<file path="src/rtl/fir_seq_pkg.sv">
package fir_seq_pkg;
  typedef enum logic [1:0] {
    SEL_DECIM  = 2'd0,
    SEL_PHASE  = 2'd1,
    SEL_NTAPS  = 2'd2,
    SEL_OFFSET = 2'd3
  } cfg_sel_e;

  localparam int unsigned NUM_REGS = 4;
endpackage

</file>
<file path="src/rtl/fir_seq_cfg.sv">
module fir_seq_cfg
  import fir_seq_pkg::*;
#(
  parameter int unsigned W = 8
) (
  input  logic         clk_i,
  input  logic         rst_ni,
  input  logic         wr_en_i,
  input  logic [1:0]   wr_sel_i,
  input  logic [W-1:0] wr_data_i,
  output logic [W-1:0] decim_o,
  output logic [W-1:0] phase_o,
  output logic [W-1:0] ntaps_o,
  output logic [W-1:0] offset_o
);
  logic [W-1:0] reg_q [NUM_REGS];

  for (genvar i = 0; i < NUM_REGS; i++) begin : g_reg
    always_ff @(posedge clk_i or negedge rst_ni) begin
      if (!rst_ni)                                 reg_q[i] <= '0;
      else if (wr_en_i && wr_sel_i == 2'(i))       reg_q[i] <= wr_data_i;
    end
  end

  assign decim_o  = reg_q[SEL_DECIM];
  assign phase_o  = reg_q[SEL_PHASE];
  assign ntaps_o  = reg_q[SEL_NTAPS];
  assign offset_o = reg_q[SEL_OFFSET];
endmodule

</file>
<file path="src/rtl/fir_seq_trig.sv">
module fir_seq_trig #(
  parameter int unsigned W  = 8,
  parameter int unsigned IW = 8
) (
  input  logic          clk_i,
  input  logic          rst_ni,
  input  logic          sample_i,
  input  logic          sync_i,
  input  logic [W-1:0]  decim_i,
  input  logic [W-1:0]  phase_act_i,
  input  logic          launch_i,
  output logic          req_o,
  output logic [IW-1:0] req_base_o
);
  logic [W-1:0]  cnt_q;
  logic [IW-1:0] wp_q;
  logic          pend_q;
  logic [IW-1:0] pend_base_q;
  logic          hit;

  assign hit        = sample_i && !sync_i && (cnt_q == phase_act_i);
  assign req_o      = hit || pend_q;
  assign req_base_o = pend_q ? pend_base_q : wp_q;

  always_ff @(posedge clk_i or negedge rst_ni) begin
    if (!rst_ni)       cnt_q <= '0;
    else if (sync_i)   cnt_q <= '0;
    else if (sample_i) cnt_q <= (cnt_q >= decim_i) ? '0 : cnt_q + 1'b1;
  end

  always_ff @(posedge clk_i or negedge rst_ni) begin
    if (!rst_ni)       wp_q <= '0;
    else if (sample_i) wp_q <= wp_q + 1'b1;
  end

  // held trigger: a hit during a run waits; a second hit while held merges
  always_ff @(posedge clk_i or negedge rst_ni) begin
    if (!rst_ni) begin
      pend_q      <= 1'b0;
      pend_base_q <= '0;
    end else if (sync_i) begin
      pend_q      <= 1'b0;
    end else if (pend_q) begin
      if (launch_i) begin
        pend_q      <= hit;
        pend_base_q <= wp_q;
      end
    end else if (hit && !launch_i) begin
      pend_q      <= 1'b1;
      pend_base_q <= wp_q;
    end
  end

  a_r9_sync_clears: assert property (@(posedge clk_i) disable iff (!rst_ni)
    sync_i |=> (cnt_q == '0) && !pend_q);

  a_r2_hit_advances: assert property (@(posedge clk_i) disable iff (!rst_ni)
    (sample_i && !sync_i) |=> cnt_q != $past(cnt_q) || $past(cnt_q) == '0);
endmodule

</file>
<file path="src/rtl/fir_seq_taps.sv">
module fir_seq_taps #(
  parameter int unsigned W  = 8,
  parameter int unsigned IW = 8
) (
  input  logic          clk_i,
  input  logic          rst_ni,
  input  logic          req_i,
  input  logic [IW-1:0] base_i,
  input  logic [W-1:0]  phase_i,
  input  logic [W-1:0]  ntaps_i,
  input  logic [W-1:0]  offset_i,
  output logic          launch_o,
  output logic [W-1:0]  phase_act_o,
  output logic          tap_valid_o,
  output logic          start_o,
  output logic          last_o,
  output logic          out_strobe_o,
  output logic [W-1:0]  coef_addr_o,
  output logic [IW-1:0] data_idx_o
);
  logic          busy_q;
  logic [W-1:0]  tap_q;
  logic [W-1:0]  off_q;
  logic [W-1:0]  nt_q;
  logic [W-1:0]  ph_q;
  logic [IW-1:0] base_q;
  logic          strobe_q;
  logic          at_last;

  assign at_last  = busy_q && (tap_q == nt_q);
  assign launch_o = req_i && (!busy_q || at_last);

  always_ff @(posedge clk_i or negedge rst_ni) begin
    if (!rst_ni) begin
      busy_q <= 1'b0;
      tap_q  <= '0;
      off_q  <= '0;
      nt_q   <= '0;
      ph_q   <= '0;
      base_q <= '0;
    end else if (launch_o) begin
      busy_q <= 1'b1;
      tap_q  <= '0;
      off_q  <= offset_i;
      nt_q   <= ntaps_i;
      ph_q   <= phase_i;
      base_q <= base_i;
    end else if (at_last) begin
      busy_q <= 1'b0;
    end else if (busy_q) begin
      tap_q  <= tap_q + 1'b1;
    end
  end

  always_ff @(posedge clk_i or negedge rst_ni) begin
    if (!rst_ni) strobe_q <= 1'b0;
    else         strobe_q <= at_last;
  end

  assign phase_act_o  = ph_q;
  assign tap_valid_o  = busy_q;
  assign start_o      = busy_q && (tap_q == '0);
  assign last_o       = at_last;
  assign out_strobe_o = strobe_q;
  assign coef_addr_o  = off_q + tap_q;
  assign data_idx_o   = base_q - IW'(tap_q);

  a_r4_strobe_after_last: assert property (@(posedge clk_i) disable iff (!rst_ni)
    last_o |=> out_strobe_o);

  a_r4_strobe_only_after_last: assert property (@(posedge clk_i) disable iff (!rst_ni)
    out_strobe_o |-> $past(last_o));

  a_r3_addr_step: assert property (@(posedge clk_i) disable iff (!rst_ni)
    (tap_valid_o && !last_o) |=> coef_addr_o == $past(coef_addr_o) + 1'b1);

  a_r5_idx_step: assert property (@(posedge clk_i) disable iff (!rst_ni)
    (tap_valid_o && !last_o) |=> data_idx_o == $past(data_idx_o) - 1'b1);

  a_r8_no_midrun_start: assert property (@(posedge clk_i) disable iff (!rst_ni)
    start_o |-> $past(!tap_valid_o || last_o));
endmodule

</file>
<file path="src/rtl/fir_coef_seq.sv">
module fir_coef_seq
  import fir_seq_pkg::*;
#(
  parameter int unsigned W  = 8,
  parameter int unsigned IW = 8
) (
  input  logic          clk_i,
  input  logic          rst_ni,
  input  logic          wr_en_i,
  input  logic [1:0]    wr_sel_i,
  input  logic [W-1:0]  wr_data_i,
  input  logic          sample_i,
  input  logic          sync_i,
  output logic          tap_valid_o,
  output logic          start_o,
  output logic          last_o,
  output logic          out_strobe_o,
  output logic [W-1:0]  coef_addr_o,
  output logic [IW-1:0] data_idx_o
);
  logic [W-1:0]  decim, phase, ntaps, offset, phase_act;
  logic          req, launch;
  logic [IW-1:0] req_base;

  fir_seq_cfg #(.W(W)) u_cfg (
    .clk_i     (clk_i),
    .rst_ni    (rst_ni),
    .wr_en_i   (wr_en_i),
    .wr_sel_i  (wr_sel_i),
    .wr_data_i (wr_data_i),
    .decim_o   (decim),
    .phase_o   (phase),
    .ntaps_o   (ntaps),
    .offset_o  (offset)
  );

  fir_seq_trig #(.W(W), .IW(IW)) u_trig (
    .clk_i       (clk_i),
    .rst_ni      (rst_ni),
    .sample_i    (sample_i),
    .sync_i      (sync_i),
    .decim_i     (decim),
    .phase_act_i (phase_act),
    .launch_i    (launch),
    .req_o       (req),
    .req_base_o  (req_base)
  );

  fir_seq_taps #(.W(W), .IW(IW)) u_taps (
    .clk_i        (clk_i),
    .rst_ni       (rst_ni),
    .req_i        (req),
    .base_i       (req_base),
    .phase_i      (phase),
    .ntaps_i      (ntaps),
    .offset_i     (offset),
    .launch_o     (launch),
    .phase_act_o  (phase_act),
    .tap_valid_o  (tap_valid_o),
    .start_o      (start_o),
    .last_o       (last_o),
    .out_strobe_o (out_strobe_o),
    .coef_addr_o  (coef_addr_o),
    .data_idx_o   (data_idx_o)
  );

  a_r1_flags_idle: assert property (@(posedge clk_i) disable iff (!rst_ni)
    !tap_valid_o |-> !start_o && !last_o);
endmodule

</file>
<file path="config.mk">
export PLATFORM = sky130hd
export DESIGN_NAME = fir_coef_seq
export DESIGN_NICKNAME = d
export VERILOG_FILES = /design/src/rtl/fir_seq_pkg.sv /design/src/rtl/fir_seq_cfg.sv /design/src/rtl/fir_seq_trig.sv /design/src/rtl/fir_seq_taps.sv /design/src/rtl/fir_coef_seq.sv
export SDC_FILE = /design/constraint.sdc
export NUM_CORES = 1
export LEC_CHECK = 0
export ABC_AREA = 1
export ABC_CLOCK_PERIOD_IN_PS = 2350
export BUFFER_PORTS_ARGS = -buffer_cell sky130_fd_sc_hd__buf_4
export CAP_MARGIN = 40
export CORE_MARGIN = 2
export CORE_UTILIZATION = 30
export CTS_CLUSTER_DIAMETER = 60
export DETAILED_ROUTE_END_ITERATION = 10
export SKIP_LAST_GASP = 1
export SYNTH_ARGS = -nofsm -noshare
export SYNTH_HDL_FRONTEND = slang
export SYNTH_SLANG_ARGS = --single-unit
</file>
<file path="constraint.sdc">
create_clock -name clk_i -period 2.35 [get_ports clk_i]
set_clock_uncertainty 0.15 [all_clocks]
set_input_delay 0.235 -clock clk_i [delete_from_list [all_inputs] [get_ports clk_i]]
set_output_delay 0.235 -clock clk_i [all_outputs]
set_load 0.02 [all_outputs]
</file>
==> impl_metrics.sql <==
INSERT INTO impl_metrics (metric_group, metric, value, unit) VALUES
('global_routing', 'grt_pass1_vias', '4019', ''),
('cells_and_area', 'fill_cells', '1767', ''),
('setup_path', 'worstSetupStartpointType', 'flip-flop', ''),
('timing', 'holdWs', '0.0407', 'ns'),
('timing', 'report.final.setup_viol', '4', ''),
('cells_and_area', 'ff_latch_area', '2480', 'um^2'),
('cts', 'ctsRootBufferMaster', 'sky130_fd_sc_hd__clkbuf_16', ''),
('logic_synthesis', 'synth_top_cell_by_area', 'sky130_fd_sc_hd__dfrtp_1', ''),
('global_routing', 'grt_antenna_before_repair', '0', ''),
('drt', 'via_count', '4018', ''),
('cts', 'cts_htree_levels', '3', ''),
('cells_and_area', 'multi_input_area', '2480', 'um^2'),
('pwr', 'max-vdd-ir-drop', '0.353', 'mV'),
('cells_and_area', 'non_filler_cells_final', '898', ''),
('timing', 'post-route-worst-setup-slack', '-0.0379', 'ns'),
('floorplanning', 'placement_rows', '48', ''),
('drt', 'drt-wirelength-per-cell', '12.8', 'um'),
('outcome', 'run_status', 'complete, but fails checks', ''),
('logic_synthesis', 'avgSynthCellArea', '8.42', 'um^2'),
('outcome', 'violations_in_the_final_reports', 'negative setup slack', ''),
('logic_synthesis', 'synth_seq_area_share', '47.6', '%'),
('cells_and_area', 'area.growth.synth_to_final', '19.9', '%'),
('cts', 'tritoncts_clock_tree', 'done', ''),
('cts', 'clkTransAtPathRegs', '0.07', 'ns'),
('logic_synthesis', 'synth.net_count', '661', ''),
('setup_path', 'critical_path_required', '1.97', 'ns'),
('timing', 'report.final.slew_viol_count', '0', ''),
('pwr', 'power.switching', '1060', 'uW'),
('timing', 'achievable-frequency', '419', 'MHz'),
('timing', 'post-route-min-period', '2.39', 'ns'),
('setup_path', 'end_kind', 'output pin', ''),
('setup_path', 'worst_path_most_repeated_cell', 'sky130_fd_sc_hd__nor2_1', ''),
('drt', 'dr.pass1.iters', '4', ''),
('cts', 'cts.path.max_buffers', '2', ''),
('cts', 'cts_inserted_buffers', '9', ''),
('cts', 'clk-insertion-delay-late', '0.35', 'ns'),
('flow_run', 'drv_cap', '0', ''),
('timing', 'timing.final.hold_violations', '0', ''),
('drt', 'finalWirelength', '11.5', 'mm'),
('logic_synthesis', 'synth.area.top_cells', 'sky130_fd_sc_hd__dfrtp_1 48%, sky130_fd_sc_hd__nand2_1 14%, sky130_fd_sc_hd__ha_1 6.3%, sky130_fd_sc_hd__o21ai_0 6.1%, sky130_fd_sc_hd__inv_1 5.1%', ''),
('placed_design', 'detailedPlacementHpwl', '8.26', 'mm'),
('logic_synthesis', 'netlist_area_pre_place', '5200', 'um^2'),
('logic_synthesis', 'number_of_cells_produced_by_synthesis', '618', ''),
('setup_path', 'worstPathMaxFanout', '3', ''),
('floorplanning', 'die_w', '136', 'um'),
('cells_and_area', 'finish.net_count', '711', ''),
('logic_synthesis', 'synth-simple-area-share', '21.5', '%'),
('setup_path', 'critPathKind', 'flip-flop to output pin', ''),
('placed_design', 'place.gp.congestion', '0.829', ''),
('pwr', 'power.density', '612', 'nW/um^2'),
('global_routing', 'grt_first_pass_wirelength', '19.7', 'mm'),
('logic_synthesis', 'synth.area.mux_share', '0', '%'),
('setup_path', 'worst-endpoint-arrival', '2.00', 'ns'),
('timing', 'grt_setup_unrepaired', 'true', ''),
('floorplanning', 'io-pin-count', '35', ''),
('setup_path', 'cp_slowest_cell', 'sky130_fd_sc_hd__dfrtp_2', ''),
('pwr', 'internal-power', '2760', 'uW'),
('pwr', 'switching_fraction', '27.9', '%'),
('logic_synthesis', 'yosys_warnings', '0', ''),
('global_routing', 'globalRouteOverflowTotal', '0', ''),
('timing', 'tightestPinTransition', '0.577', 'ns'),
('drt', 'drt_drc_violations_left', '0', ''),
('cells_and_area', 'final_core_util', '36.5', '%'),
('drt', 'antenna_left', '0', ''),
('setup_path', 'max_stage_delay', '0.46', 'ns'),
('floorplanning', 'die_outline_height', '136', 'um'),
('logic_synthesis', 'synth-compound-area-share', '11.6', '%'),
('logic_synthesis', 'synth-seq-cells', '99', ''),
('floorplanning', 'fp.dieArea', '18400', 'um^2'),
('floorplanning', 'placeableCoreArea', '17100', 'um^2'),
('pwr', 'power.combinational.fraction', '10.2', '%');
[path summary, 6_finish.rpt]
kind	startpoint	end	slack (ns)	cells past startpoint
worst max register to register	u_taps.tap_q[0]	u_taps.base_q[1]	0.29	12
max in group asynchronous	rst_ni	u_taps.tap_q[4]	1.18	3
worst min-delay path	sync_i	u_trig.pend_q	0.04	4
worst min register to register	u_cfg.ntaps_o[2]	u_taps.nt_q[2]	0.32	2
worst max-delay path	u_taps.tap_q[0]	data_idx_o[6]	-0.04	8
min in group asynchronous	rst_ni	u_trig.wp_q[5]	0.24	2
[synthesized netlist by cell type]
library cell and count:
sky130_fd_sc_hd__o21ai_2 7, sky130_fd_sc_hd__nor2_1 22, sky130_fd_sc_hd__o21ai_0 63, sky130_fd_sc_hd__a211o_1 1
sky130_fd_sc_hd__nand3_2 2, sky130_fd_sc_hd__dfrtp_1 99, sky130_fd_sc_hd__nand2_2 3, sky130_fd_sc_hd__xnor2_1 7
sky130_fd_sc_hd__inv_2 5, sky130_fd_sc_hd__nand4_1 9, sky130_fd_sc_hd__o21bai_1 8, sky130_fd_sc_hd__buf_6 3
sky130_fd_sc_hd__inv_1 71, sky130_fd_sc_hd__o2111ai_1 1, sky130_fd_sc_hd__a21o_1 2, sky130_fd_sc_hd__o21ai_1 4
sky130_fd_sc_hd__nor2_2 1, sky130_fd_sc_hd__o22ai_1 4, sky130_fd_sc_hd__clkbuf_1 5, sky130_fd_sc_hd__a21oi_1 15
sky130_fd_sc_hd__inv_8 1, sky130_fd_sc_hd__a31oi_1 1, sky130_fd_sc_hd__buf_12 1, sky130_fd_sc_hd__nor2_4 1
sky130_fd_sc_hd__ha_1 26, sky130_fd_sc_hd__nand3_1 19, sky130_fd_sc_hd__buf_2 2, sky130_fd_sc_hd__xor2_1 22
sky130_fd_sc_hd__fa_1 2, sky130_fd_sc_hd__nand3b_1 1, sky130_fd_sc_hd__buf_4 1, sky130_fd_sc_hd__nor3_1 2
sky130_fd_sc_hd__o211ai_1 1, sky130_fd_sc_hd__nand2_1 201, sky130_fd_sc_hd__nand2_4 5
[cells in the final DEF, fill, tap and decap left out, types with 2 or more instances in the layout]
| master | n |
|---|---|
| sky130_fd_sc_hd__inv_1 | 67 |
| sky130_fd_sc_hd__inv_6 | 3 |
| sky130_fd_sc_hd__xor2_1 | 22 |
| sky130_fd_sc_hd__inv_2 | 8 |
| sky130_fd_sc_hd__o22ai_1 | 4 |
| sky130_fd_sc_hd__dfrtp_2 | 6 |
| sky130_fd_sc_hd__nand3_2 | 3 |
| sky130_fd_sc_hd__xnor2_1 | 7 |
| sky130_fd_sc_hd__clkbuf_16 | 9 |
| sky130_fd_sc_hd__nand4_1 | 9 |
| sky130_fd_sc_hd__ha_1 | 17 |
| sky130_fd_sc_hd__fa_2 | 2 |
| sky130_fd_sc_hd__a21o_1 | 2 |
| sky130_fd_sc_hd__inv_8 | 2 |
| sky130_fd_sc_hd__nand2_2 | 6 |
| sky130_fd_sc_hd__nor2_1 | 22 |
| sky130_fd_sc_hd__buf_4 | 47 |
| sky130_fd_sc_hd__a21oi_1 | 14 |
| sky130_fd_sc_hd__o21ai_0 | 61 |
| sky130_fd_sc_hd__o21bai_1 | 8 |
| sky130_fd_sc_hd__o21ai_2 | 8 |
| sky130_fd_sc_hd__ha_4 | 9 |
| sky130_fd_sc_hd__o21ai_1 | 5 |
| sky130_fd_sc_hd__dlygate4sd3_1 | 2 |
| sky130_fd_sc_hd__dfrtp_1 | 93 |
| sky130_fd_sc_hd__nand2_1 | 198 |
| sky130_fd_sc_hd__nor3_1 | 2 |
| sky130_fd_sc_hd__nand3_1 | 18 |
| sky130_fd_sc_hd__nand2_4 | 5 |
[timing repair]
action	in CTS	in global routing
setup endpoints to repair	8	9
hold buffers	2	0
gates resized for setup	20	13
hold endpoints to repair	32	0
pin swaps	1	4
buffers inserted	5	3
[critical path: cells and delay by family, from the launching register on]
family	cells	cell delay [ns]
XOR/XNOR	1	0.12
buffers and inverters	1	0.16
AO/OA/AOI/OAI	2	0.24
AND/OR/NAND/NOR	2	0.14
flip-flops	1	0.46
adder cells (fa/ha/maj)	2	0.54
[metrics by stage]
stage / area [um^2] / worst slack, ns / setup TNS (ns)
global placement: 5720 / 0.112 / 0
finish: 6240 / -0.0379 / -0.0855
CTS: 6140 / -0.0624 / -0.151
global route: 6240 / -0.189 / -0.794
floorplan: 5200 / 0.111 / 0
detailed placement: 5720 / 0.0889 / 0
[sequential cells by signal, summed over array words and instances, names as in the netlist]
register	cells
u_cfg.decim_o	8
u_cfg.ntaps_o	8
u_cfg.offset_o	8
u_cfg.phase_o	8
u_taps.base_q	8
u_taps.nt_q	8
u_taps.off_q	8
u_taps.phase_act_o	8
u_taps.tap_q	8
u_trig.cnt_q	8
u_trig.pend_base_q	8
u_trig.wp_q	8
u_taps.out_strobe_o	1
u_taps.tap_valid_o	1
u_trig.pend_q	1
[cell families after synthesis]
| logic type | after synthesis |
|---|---|
| AOI/OAI and AO/OA | 107 |
| buffers and inverters | 89 |
| adders and majority gates | 28 |
| and+or+nand+nor | 266 |
| DFF | 99 |
| xor gates and xnor gates | 29 |
[power groups by stage]
stage / clock network, uW / registers [uW] / logic [uW]
4_1_cts: 1490 / 1990 / 400
2_1_floorplan: 0 / 1990 / 265
3_3_place_gp: 0 / 2020 / 386
6_report: 1440 / 1990 / 390
3_5_place_dp: 0 / 2020 / 395
5_1_grt: 1550 / 2020 / 475
[metal layers]
| metal | GRT usage (%) | wire length (um) | share of wire [%] |
|---|---|---|---|
| met1 | 18.1 | 5590 | 49 |
| met2 | 22.0 | 5340 | 47 |
| met3 | 1.61 | 292 | 2.5 |
| met4 | 5.56 | 236 | 2.1 |
| met5 | 0 | 0 | 0 |
[cell type report]
class | count | share of cell area [%]
clock buffer | 9 | 3.61
clock inverter | 7 | 1.08
timing repair buffer | 51 | 6.48
sequential | 99 | 39.8
multi-input combinational | 430 | 39.7
inverter | 77 | 4.79
tap | 225 | 4.51
Note: power is estimated with default switching activity, not from simulation.
